==> config.mk <==
export PLATFORM = sky130hd
export DESIGN_NAME = lar_readout_ctrl
export DESIGN_NICKNAME = d
export VERILOG_FILES = /design/src/rtl/lar_pkg.sv /design/src/rtl/lar_start_detect.sv /design/src/rtl/lar_token_shift.sv /design/src/rtl/lar_clear_window.sv /design/src/rtl/lar_readout_ctrl.sv
export SDC_FILE = /design/constraint.sdc
export NUM_CORES = 1
export LEC_CHECK = 0
export BUFFER_PORTS_ARGS = -buffer_cell sky130_fd_sc_hd__buf_4
export CAP_MARGIN = 20
export CORE_AREA = 3 3 79 138
export DETAILED_ROUTE_END_ITERATION = 7
export DIE_AREA = 0 0 82 141
export GPL_TIMING_DRIVEN = 0
export HOLD_SLACK_MARGIN = 0.03
export PLACE_DENSITY = 0.7
export RECOVER_POWER = 50
export SLEW_MARGIN = 20
export SYNTH_ARGS = -nofsm -noshare
export SYNTH_HDL_FRONTEND = slang
export SYNTH_SLANG_ARGS = --single-unit
==> constraint.sdc <==
create_clock -name clk -period 2.8 [get_ports clk]
set_input_delay 0.14 -clock clk [delete_from_list [all_inputs] [get_ports clk]]
set_output_delay 0.14 -clock clk [all_outputs]
set_load 0.005 [all_outputs]
==> src/rtl/lar_pkg.sv <==
package lar_pkg;

    localparam int unsigned PIX_COUNT_DEF  = 128;
    localparam int unsigned CLEAR_LEN_DEF  = 18;

    // readout phase, as seen by the start detector
    typedef enum logic {
        PH_IDLE    = 1'b0,
        PH_READOUT = 1'b1
    } phase_e;

    // integrator-side control state
    typedef struct packed {
        logic clear;
        logic integ;
    } integ_flags_t;

    function automatic phase_e phase_of(input logic busy);
        return busy ? PH_READOUT : PH_IDLE;
    endfunction

endpackage

==> src/rtl/lar_start_detect.sv <==
module lar_start_detect
    import lar_pkg::*;
(
    input  logic clk,
    input  logic rst,
    input  logic start_in,
    input  logic busy,
    output logic accept,
    output logic hold_strobe,
    output logic proto_err
);

    phase_e phase;

    always_comb begin
        phase  = phase_of(busy);
        accept = start_in && (phase == PH_IDLE);
    end

    always_ff @(posedge clk) begin
        if (rst) begin
            hold_strobe <= 1'b0;
            proto_err   <= 1'b0;
        end else begin
            hold_strobe <= accept;
            if (start_in && phase == PH_READOUT)
                proto_err <= 1'b1;
        end
    end

    // the strobe never lasts two cycles
    p_hold_pulse_r2: assert property (@(posedge clk) disable iff (rst)
        hold_strobe |=> !hold_strobe);

    // a busy-time start always flags an error, and the flag stays set
    p_busy_start_flag_r7: assert property (@(posedge clk) disable iff (rst)
        (start_in && busy) |=> proto_err);
    p_err_sticky_r7: assert property (@(posedge clk) disable iff (rst)
        proto_err |=> proto_err);

endmodule

==> src/rtl/lar_token_shift.sv <==
module lar_token_shift #(
    parameter int unsigned NUM_PIX = 128,
    parameter int unsigned IDX_W   = $clog2(NUM_PIX + 1)
) (
    input  logic             clk,
    input  logic             rst,
    input  logic             load,
    output logic             busy,
    output logic             out_en,
    output logic [IDX_W-1:0] pix_idx
);

    localparam int unsigned LAST = NUM_PIX - 1;

    logic [NUM_PIX-1:0] tok;
    logic [IDX_W-1:0]   idx_raw;

    // one flop per pixel stage
    for (genvar g = 0; g < NUM_PIX; g++) begin : g_stage
        if (g == 0) begin : g_head
            always_ff @(posedge clk) begin
                if (rst) tok[g] <= 1'b0;
                else     tok[g] <= load;
            end
        end else begin : g_body
            always_ff @(posedge clk) begin
                if (rst) tok[g] <= 1'b0;
                else     tok[g] <= tok[g-1];
            end
        end
    end

    // enable: set on load, released when the token leaves the last stage
    always_ff @(posedge clk) begin
        if (rst)            out_en <= 1'b0;
        else if (load)      out_en <= 1'b1;
        else if (tok[LAST]) out_en <= 1'b0;
    end

    always_comb begin
        idx_raw = '0;
        for (int i = 0; i < NUM_PIX; i++)
            if (tok[i]) idx_raw = idx_raw | IDX_W'(i + 1);
    end

    assign busy    = |tok;
    assign pix_idx = out_en ? idx_raw : '0;

    // at most one stage occupied, and it moves up one stage per edge
    p_token_onehot_r3: assert property (@(posedge clk) disable iff (rst)
        $onehot0(tok));
    p_token_step_r3: assert property (@(posedge clk) disable iff (rst)
        (busy && !tok[LAST]) |=> (tok == ($past(tok) << 1)));

    // enable register agrees with token occupancy
    p_enable_matches_r5: assert property (@(posedge clk) disable iff (rst)
        out_en == busy);

endmodule

==> src/rtl/lar_clear_window.sv <==
module lar_clear_window
    import lar_pkg::*;
#(
    parameter int unsigned CLEAR_LEN = 18,
    parameter int unsigned CNT_W     = $clog2(CLEAR_LEN + 1)
) (
    input  logic clk,
    input  logic rst,
    input  logic start,
    output logic integ_clear,
    output logic integrating
);

    integ_flags_t     st;
    logic [CNT_W-1:0] cnt;

    always_ff @(posedge clk) begin
        if (rst) begin
            st  <= '0;
            cnt <= '0;
        end else if (start) begin
            st.clear <= 1'b1;
            st.integ <= 1'b0;
            cnt      <= CNT_W'(1);
        end else if (st.clear) begin
            if (cnt == CNT_W'(CLEAR_LEN)) begin
                st.clear <= 1'b0;
                st.integ <= 1'b1;
            end else begin
                cnt <= cnt + 1'b1;
            end
        end
    end

    assign integ_clear = st.clear;
    assign integrating = st.integ;

    // clear and integrate exclude each other; the window does not end early
    p_clear_excl_r4: assert property (@(posedge clk) disable iff (rst)
        !(integ_clear && integrating));
    p_clear_hold_r4: assert property (@(posedge clk) disable iff (rst)
        (integ_clear && cnt < CNT_W'(CLEAR_LEN)) |=> integ_clear);

endmodule

==> src/rtl/lar_readout_ctrl.sv <==
module lar_readout_ctrl
    import lar_pkg::*;
#(
    parameter int unsigned NUM_PIX   = PIX_COUNT_DEF,
    parameter int unsigned CLEAR_LEN = CLEAR_LEN_DEF,
    parameter int unsigned IDX_W     = 8
) (
    input  logic             clk,
    input  logic             rst,
    input  logic             start_in,
    output logic             hold_strobe,
    output logic             integ_clear,
    output logic             integrating,
    output logic             out_en,
    output logic [IDX_W-1:0] pix_idx,
    output logic             proto_err
);

    logic busy;
    logic accept;

    lar_start_detect u_start (
        .clk         (clk),
        .rst         (rst),
        .start_in    (start_in),
        .busy        (busy),
        .accept      (accept),
        .hold_strobe (hold_strobe),
        .proto_err   (proto_err)
    );

    lar_token_shift #(
        .NUM_PIX (NUM_PIX),
        .IDX_W   (IDX_W)
    ) u_token (
        .clk     (clk),
        .rst     (rst),
        .load    (accept),
        .busy    (busy),
        .out_en  (out_en),
        .pix_idx (pix_idx)
    );

    lar_clear_window #(
        .CLEAR_LEN (CLEAR_LEN)
    ) u_clear (
        .clk         (clk),
        .rst         (rst),
        .start       (accept),
        .integ_clear (integ_clear),
        .integrating (integrating)
    );

    // the strobe cycle is the first pixel of a readout
    p_hold_first_pixel_r1: assert property (@(posedge clk) disable iff (rst)
        hold_strobe |-> (out_en && pix_idx == IDX_W'(1)));

    // nothing is selected while idle
    p_idle_zero_r9: assert property (@(posedge clk) disable iff (rst)
        !busy |-> (pix_idx == '0));

endmodule

==> results of run 1 <==
## worst register-to-register path, delay by kind of cell, from the launching register on
family           cells  cell delay [ns]
and+or+nand+nor      5             1.79
DFF                  1             0.31
## timing repair
item / 4_1_cts / 5_1_grt
endpoints found under the hold margin: 1 / 0
gates resized for setup: 0 / 0
hold buffers: 1 / 0
## flip-flops by register name, indices dropped and copies added, names as in the netlist
name and cells:
u_token.tok 127, u_clear.cnt 5, u_clear.integ_clear 1, u_clear.integrating 1
u_start.hold_strobe 1, u_start.proto_err 1, u_token.out_en 1
## cells by family after synthesis
logic type      Yosys count  share of synthesized area (%)
compound gates           12                           1.69
flops                   137                           60.8
simple gates            260                           34.6
buf+inv                  19                           1.58
fa+ha+maj                 2                          0.554
xor+xnor                  4                          0.776
## synthesized netlist by cell type, types with 2 or more instances
cell,instances,area (um2)
nand4_1,11,68.8
xnor2_1,2,17.5
nor2b_1,127,795
nor2_1,20,75.1
ha_1,2,25.0
or4_1,4,30.0
inv_1,4,15.0
a31oi_1,4,25.0
a21oi_1,5,25.0
nand4b_1,2,17.5
a41oi_1,2,17.5
nor3_1,20,100
nand2_1,11,41.3
dfxtp_1,137,2740
clkbuf_1,15,56.3
nand2b_1,2,12.5
nor4_1,49,307
or3_1,3,18.8
nand3_1,4,20.0
xor2_1,2,17.5
## where the power goes
part	switching [mW]	internal [mW]	total, mW
Clock	0.807	1.40	2.21
Combinational	0.0597	0.0300	0.0896
Sequential	0.0102	1.96	1.97
## final timing paths
kind | start | endpoint | slack, ns | cells after the start
setup reg to reg | u_token.tok[47] | u_clear.integrating | 0.57 | 5
hold / removal | rst | u_token.tok[126] | 0.17 | 2
setup / recovery | u_token.tok[47] | pix_idx[4] | 0.19 | 5
hold reg to reg | u_token.tok[15] | u_token.tok[16] | 0.46 | 1
## final cells by class
| cell class | count | area, um2 | area share (%) |
|---|---|---|---|
| inverter | 4 | 15.0 | 0.279 |
| clock buffer | 21 | 440 | 8.20 |
| clock inverter | 11 | 149 | 2.77 |
| tap | 125 | 156 | 2.91 |
| multi-input combinational | 278 | 1700 | 31.6 |
| sequential | 137 | 2740 | 51.0 |
| timing repair buffer | 15 | 115 | 2.14 |
| buffer | 15 | 56.3 | 1.05 |
## layer usage
| metal | share of wire, % | up-vias |
|---|---|---|
| li1 | - | 1578 |
| met4 | 8.4 | 0 |
| met5 | 0 | - |
| met2 | 50 | 144 |
| met1 | 37 | 1594 |
| met3 | 5.0 | 56 |
## placed cells by master (no fill, tap or decap)
cell / n
or4_4: 1
nor3_1: 20
a31oi_1: 4
clkinv_4: 3
and4b_2: 1
nand4b_1: 2
inv_1: 4
nor2_1: 20
and2_1: 1
and4b_1: 1
ha_1: 2
clkinv_2: 2
buf_4: 14
clkinvlp_4: 3
clkbuf_1: 19
bufinv_16: 3
nor4_4: 1
xor2_1: 2
nand2_1: 11
nand3_1: 4
nand4_1: 11
dfxtp_1: 137
nand2b_1: 2
a21oi_1: 5
nand3b_1: 1
clkbuf_16: 17
or4_1: 4
nor2b_1: 127
xnor2_1: 2
o31a_1: 1
dlygate4sd3_1: 1
nor4_1: 49
or3_1: 3
nor4bb_1: 1
a41oi_1: 2
==> results.yml, run 1 <==
grt:
  grt_util_met2_pct: 37.5
  grt_pass1_wl_mm: 18.8
  grt_use_met3_pct: 5.63
  antenna_found_initial: 0
  grt_pass1_vias: 3508
  use_met1_pct: 23.7
  grt_overflow_total: 0
  grt_start_max_net_pins: 17
  busiest_layer: "met2"
  track_usage_pct: 22.9
timing:
  report.final.slew_viol_count: 0
  fin_setup_tns_ns: 0
  whs_ns: 0.174
  worst_slack_ns: 0.187
  finalHoldViolCount: 0
  period_share_pct: 93.3
  clock_skew_ns: 0.00572
  tightestPinTransition_ns: 0.921
  slew_headroom_pct: 38.0
  max_freq_mhz: 383
  period_needed_ns: 2.61
  rsz0062_at_grt: "no"
  setup_viol: 0
clocking:
  cts_buffer_depth: 2
  numCtsBuffers: 17
  clock_latency_ns: 0.41
  cts.clk_slew.worst_paths_ns: 0.06
  cts_root_buf: "clkbuf_16"
  post_cts_buffers: 0
  cts_tree: "done"
  clock_sinks: 137
  cts_max_level: 4
logic_synthesis:
  yosys_register_bits: 137
  yosysSeqAreaShare_pct: 60.8
  synth_fp_nets: 439
  synth.distinct_cells: 28
  synthCells: 434
  yosysWarnings: 0
  async_flop_share_pct: 0
  ys.flop_type: "dfxtp_1"
  synth_area_um2: 4510
  synth_edf_count: 0
  avgSynthCellArea_um2: 10.4
detailed_routing:
  routed_wl_mm: 12.1
  ant_nets: 0
  vias_per_cell: 5.56
  wl_per_cell_um: 19.9
  drtPass1Iterations: 6
  vias: 3372
  drcViolationCount: 0
  drtIter0Drc: 203
layout:
  syn_to_final_growth_pct: 19.1
  drive_gt1_share_pct: 9.36
  fill_cells: 911
  fin_nets: 473
  final_area_um2: 5370
  utilization_pct: 54.6
  layoutNonFillerInstCount: 606
  antenna_cells: 0
job:
  max_cap_viol_count: 0
placement:
  place_area_um2: 4770
  place.gp.congestion: 0.960
  placed_cells: 573
  place_hpwl_mm: 9.16
  portBuffers: 14
  place_ws_ns: 0.552
power:
  total_power_mw: 4.26
  leakagePower_nw: 2.20
  ir_drop_mv: 0.442
  p_per_area_nw_per_um2: 794
critical_path:
  cp.arrival_ns: 2.47
  slowest_delay_ns: 0.57
  critPathKind: "flop to output port"
  path_cells: "or4_1 -> or4_4 -> nor4_4 -> a41oi_1 -> buf_4"
  path_buf_inv: 1
  end_kind: "output port"
  path_delay_family: "simple AND/OR/NAND/NOR gates"
  critical-path-slowest-cell: "or4_4"
  cp.required_ns: 2.66
  start_kind: "flop"
  crit_fanout: 4
floorplan:
  start_util_pct: 45.8
  pin_count: 16
  die_w_um: 82
  core_um2: 9850
  num_rows: 48
  die_area_um2: 11600
  dieHeight_um: 141
min_path:
  hold_path.class: "primary input to flop"
outcome:
  status: "complete, no violations"
No activity file was read; power rests on OpenSTA's default activity.
==> run 2: changes to the inputs <==
--- a/config.mk
+++ b/config.mk
@@ -10,2 +10,3 @@
 export CORE_AREA = 3 3 79 138
+export CTS_BUF_LIST = sky130_fd_sc_hd__clkbuf_2
 export DETAILED_ROUTE_END_ITERATION = 7
--- a/constraint.sdc
+++ b/constraint.sdc
@@ -3,2 +3,2 @@
 set_output_delay 0.14 -clock clk [all_outputs]
-set_load 0.005 [all_outputs]
+set_load 0.05 [all_outputs]
==> results.yml, run 2 (synthesis gave the netlist of run 1 again) <==
timing:
  rsz0062_at_grt: "yes"
  report.final.slew_viol_count: 0
  setup_viol: 2
  worst_slack_ns: -0.0735
  period_share_pct: 103
  period_needed_ns: 2.87
  tightestPinTransition_ns: 0.680
  slew_headroom_pct: 54.2
  fin_setup_tns_ns: -0.126
  finalHoldViolCount: 0
  max_freq_mhz: 348
  whs_ns: 0.161
  clock_skew_ns: 0.0442
critical_path:
  cp.required_ns: 2.66
  end_kind: "output port"
  critPathKind: "flop to output port"
  crit_fanout: 2
  cp.arrival_ns: 2.73
  start_kind: "flop"
  reg2reg_depth: 7
detailed_routing:
  drcViolationCount: 0
  ant_nets: 0
  wl_per_cell_um: 19.8
  routed_wl_mm: 12.1
  vias_per_cell: 5.48
  drtIter0Drc: 182
  vias: 3349
  drtPass1Iterations: 4
clocking:
  clock_sinks: 137
  cts_max_level: 4
  cts_buffer_depth: 2
  numCtsBuffers: 17
  clock_latency_ns: 0.70
  cts.clk_slew.worst_paths_ns: 0.22
  cts_tree: "done"
  cts_root_buf: "clkbuf_2"
grt:
  grt_overflow_total: 0
  grt_start_max_net_pins: 17
  grt_pass1_wl_mm: 18.7
  antenna_found_initial: 1
  grt_pass1_vias: 3495
  track_usage_pct: 22.5
layout:
  fin_nets: 477
  multiInputGateArea_um2: 1750
  final_common_cell: "dfxtp_1"
  regMostFlops: "u_token.tok"
  drive_gt1_share_pct: 12.8
  seq_area_um2: 2750
  syn_to_final_growth_pct: 13.6
  layoutNonFillerInstCount: 611
  final_area_um2: 5130
  utilization_pct: 52.1
  fill_cells: 949
  largest_reg_flops: 127
  reg_top3: "u_token.tok: 127 flops, u_clear.cnt: 5 flops"
  layout_common_cells: "dfxtp_1, nor2b_1, nor4_1"
power:
  ir_drop_mv: 0.341
  p_per_area_nw_per_um2: 642
  leakagePower_nw: 2.10
  total_power_mw: 3.29
placement:
  place_ws_ns: 0.543
  portBuffers: 14
  place.gp.congestion: 0.960
  place_hpwl_mm: 9.16
  place_area_um2: 4770
  placed_cells: 573
min_path:
  whs_path_depth: 3
  hold_path.class: "primary input to flop"
floorplan:
  start_util_pct: 45.8
  num_rows: 48
  core_um2: 9850
  die_area_um2: 11600
  die_w_um: 82
  pin_count: 16
  dieHeight_um: 141
job:
  max_cap_viol_count: 0
outcome:
  status: "finished with violations"
  violations: "negative setup slack"
run 2: changes by cell type in the layout (fill, tap and decap cells not counted), moves of 4 or more:
cell	delta
nor4_1	-5
clkbuf_1	-4
nor4_2	+5
clkbuf_16	-17
clkbuf_2	+21
run 2: power by group:
part / total (mW) / internal (mW) / switching [mW]
clock network: 1.21 / 0.512 / 0.697
registers: 1.97 / 1.96 / 0.0105
logic: 0.113 / 0.0316 / 0.0811
total: 3.29 / 2.51 / 0.788
run 2: worst max-delay path, cell delays in order (launching register included):
cell and delay (ns):
dfxtp_2 0.36, or4_4 0.51, or4_4 0.54, nor4_2 0.26
a31oi_1 0.16, buf_4 0.22
run 2: final cells by class:
class / count / area share, %
diodes: 1 / 0.0488
plain buffers: 15 / 1.10
clock buffers: 21 / 2.05
clock inverters: 11 / 2.90
inverters: 4 / 0.293
multi-input cells: 278 / 34.1
flip-flops and latches: 137 / 53.5
well taps: 125 / 3.05
repair buffers: 19 / 2.95
run 2: worst paths after layout:
check / startpoint / to / slack, ns
worst min register to register: u_token.tok[7] / u_token.tok[8] / 0.46
worst min-delay path: rst / u_token.tok[11] / 0.16
worst max-delay path: u_token.tok[47] / pix_idx[5] / -0.07
worst max register to register: u_token.tok[47] / u_clear.integrating / 0.47
run 2: timing repair:
| action | 4_1_cts | 5_1_grt |
|---|---|---|
| setup buffers | 1 | 2 |
| endpoints found under the hold margin | 12 | 0 |
| hold buffers | 2 | 0 |
| pin swaps | 3 | 2 |
| gates resized for setup | 3 | 8 |
| endpoints found under the setup margin | 3 | 5 |
run 2: layer usage:
metal | track usage (%) | up-vias | share of wire [%]
li1 | - | 1588 | -
met1 | 23.9 | 1594 | 38
met2 | 37.9 | 112 | 51
met3 | 4.92 | 55 | 4.9
met4 | 16.3 | 0 | 6.6
met5 | 0 | - | 0
==> run 3: changes to the inputs <==
MAX_ROUTING_LAYER = met4   (was unset)
==> results.yml, run 3 (synthesis gave the netlist of run 1 again) <==
timing:
  fin_setup_tns_ns: 0
  report.final.slew_viol_count: 0
  whs_ns: 0.150
  period_share_pct: 99.9
  tightestPinTransition_ns: 0.661
  max_freq_mhz: 357
  period_needed_ns: 2.80
  clock_skew_ns: 0.0197
  setup_viol: 0
  worst_slack_ns: 0.00225
  slew_headroom_pct: 55.5
  finalHoldViolCount: 0
  rsz0062_at_grt: "yes"
grt:
  grt_start_max_net_pins: 17
  grt_overflow_total: 0
  antenna_found_initial: 1
  grt_pass1_vias: 3324
  track_usage_pct: 23.1
  grt_pass1_wl_mm: 18.4
min_path:
  hold_path.class: "primary input to flop"
  worstHoldEndpoint: "u_token.tok[44]"
  whs_path_depth: 3
  min-delay-start: "rst"
power:
  leakagePower_nw: 2.08
  p_per_area_nw_per_um2: 598
  ir_drop_mv: 0.323
  total_power_mw: 3.05
floorplan:
  core_um2: 9850
  pin_count: 16
  dieHeight_um: 141
  die_w_um: 82
  num_rows: 48
  die_area_um2: 11600
  start_util_pct: 45.8
clocking:
  cts_tree: "done"
  cts_max_level: 4
  clock_sinks: 137
  cts_buffer_depth: 2
  numCtsBuffers: 17
  clock_latency_ns: 0.68
  cts_root_buf: "clkbuf_2"
  cts.clk_slew.worst_paths_ns: 0.18
critical_path:
  critPathKind: "flop to output port"
  timing.rr.start: "u_token.tok[53]"
  regToRegSetupSlack_ns: 0.14
  r2r_end: "u_clear.integrating"
  crit_fanout: 2
  reg2reg_depth: 11
  start_kind: "flop"
  end_kind: "output port"
  cp.arrival_ns: 2.66
  cp.required_ns: 2.66
placement:
  placed_cells: 573
  place_area_um2: 4770
  place_hpwl_mm: 9.16
  portBuffers: 14
  place.gp.congestion: 0.996
  place_ws_ns: 0.545
layout:
  utilization_pct: 51.8
  largest_reg_flops: 127
  reg_top3: "u_token.tok: 127 flops, u_clear.cnt: 5 flops"
  layoutNonFillerInstCount: 614
  layout_common_cells: "dfxtp_1, nor2b_1, nor4_1"
  fill_cells: 927
  regMostFlops: "u_token.tok"
  fin_nets: 481
  final_area_um2: 5100
  syn_to_final_growth_pct: 12.9
  final_common_cell: "dfxtp_1"
  drive_gt1_share_pct: 12.9
detailed_routing:
  routed_wl_mm: 11.9
  vias_per_cell: 5.47
  wl_per_cell_um: 19.4
  ant_nets: 0
  drcViolationCount: 0
  vias: 3358
  drtPass1Iterations: 5
  drtIter0Drc: 202
outcome:
  status: "complete, no violations"
job:
  max_cap_viol_count: 0
[run 3: cell types whose count changed in the layout (fill, tap and decap cells not counted), sizes merged]
| cell | change |
|---|---|
| buf | +4 |
| bufinv | -2 |
| clkbuf | -1 |
| clkinv | +2 |
[run 3: final cells by class]
cell class	count	area (um2)	share of cell area (%)
diodes	1	2.50	0.0491
plain buffers	15	56.3	1.10
clock buffers	20	100	1.96
clock inverters	11	82.6	1.62
inverters	4	15.0	0.295
multi-input cells	278	1760	34.5
flip-flops and latches	137	2750	53.9
well taps	125	156	3.07
repair buffers	23	181	3.56
[run 3: worst max path at each step]
stage	from	end	slack, ns	cells after the start
3_5_place_dp	u_token.tok[47]	pix_idx[4]	0.55	5
4_1_cts	u_token.tok[53]	pix_idx[4]	-0.06	5
6_report	u_token.tok[53]	pix_idx[4]	0.002	5
5_1_grt	u_token.tok[53]	pix_idx[4]	-0.14	5
3_3_place_gp	u_token.tok[47]	pix_idx[4]	0.56	5
2_1_floorplan	u_token.tok[47]	pix_idx[4]	0.54	4
[run 3: what timing repair did]
action                                  4_1_cts  5_1_grt
pin swaps                                     6        3
resized for setup                             6        7
endpoints found under the hold margin        12        0
setup buffers                                 9        0
endpoints found under the setup margin        3       14
hold buffers                                  2        0
[run 3: critical path: stages (launching register included)]
cell and delay [ns]:
dfxtp_2 0.35, or4_4 0.52, or4_4 0.54, nor4_4 0.18, a41oi_2 0.18, buf_6 0.21
[run 3: power by group]
part,internal (mW),switching (mW)
combinational,0.0318,0.0798
sequential,1.96,0.0110
clock,0.308,0.656
[run 3: per-layer routing]
layer  vias up  GRT usage (%)  part of all wire, %
met3        62           6.07                  4.4
met2       118           37.9                   51
met5         -              -                    0
met4         0           13.7                  6.9
li1       1600              -                    -
met1      1578           24.1                   38
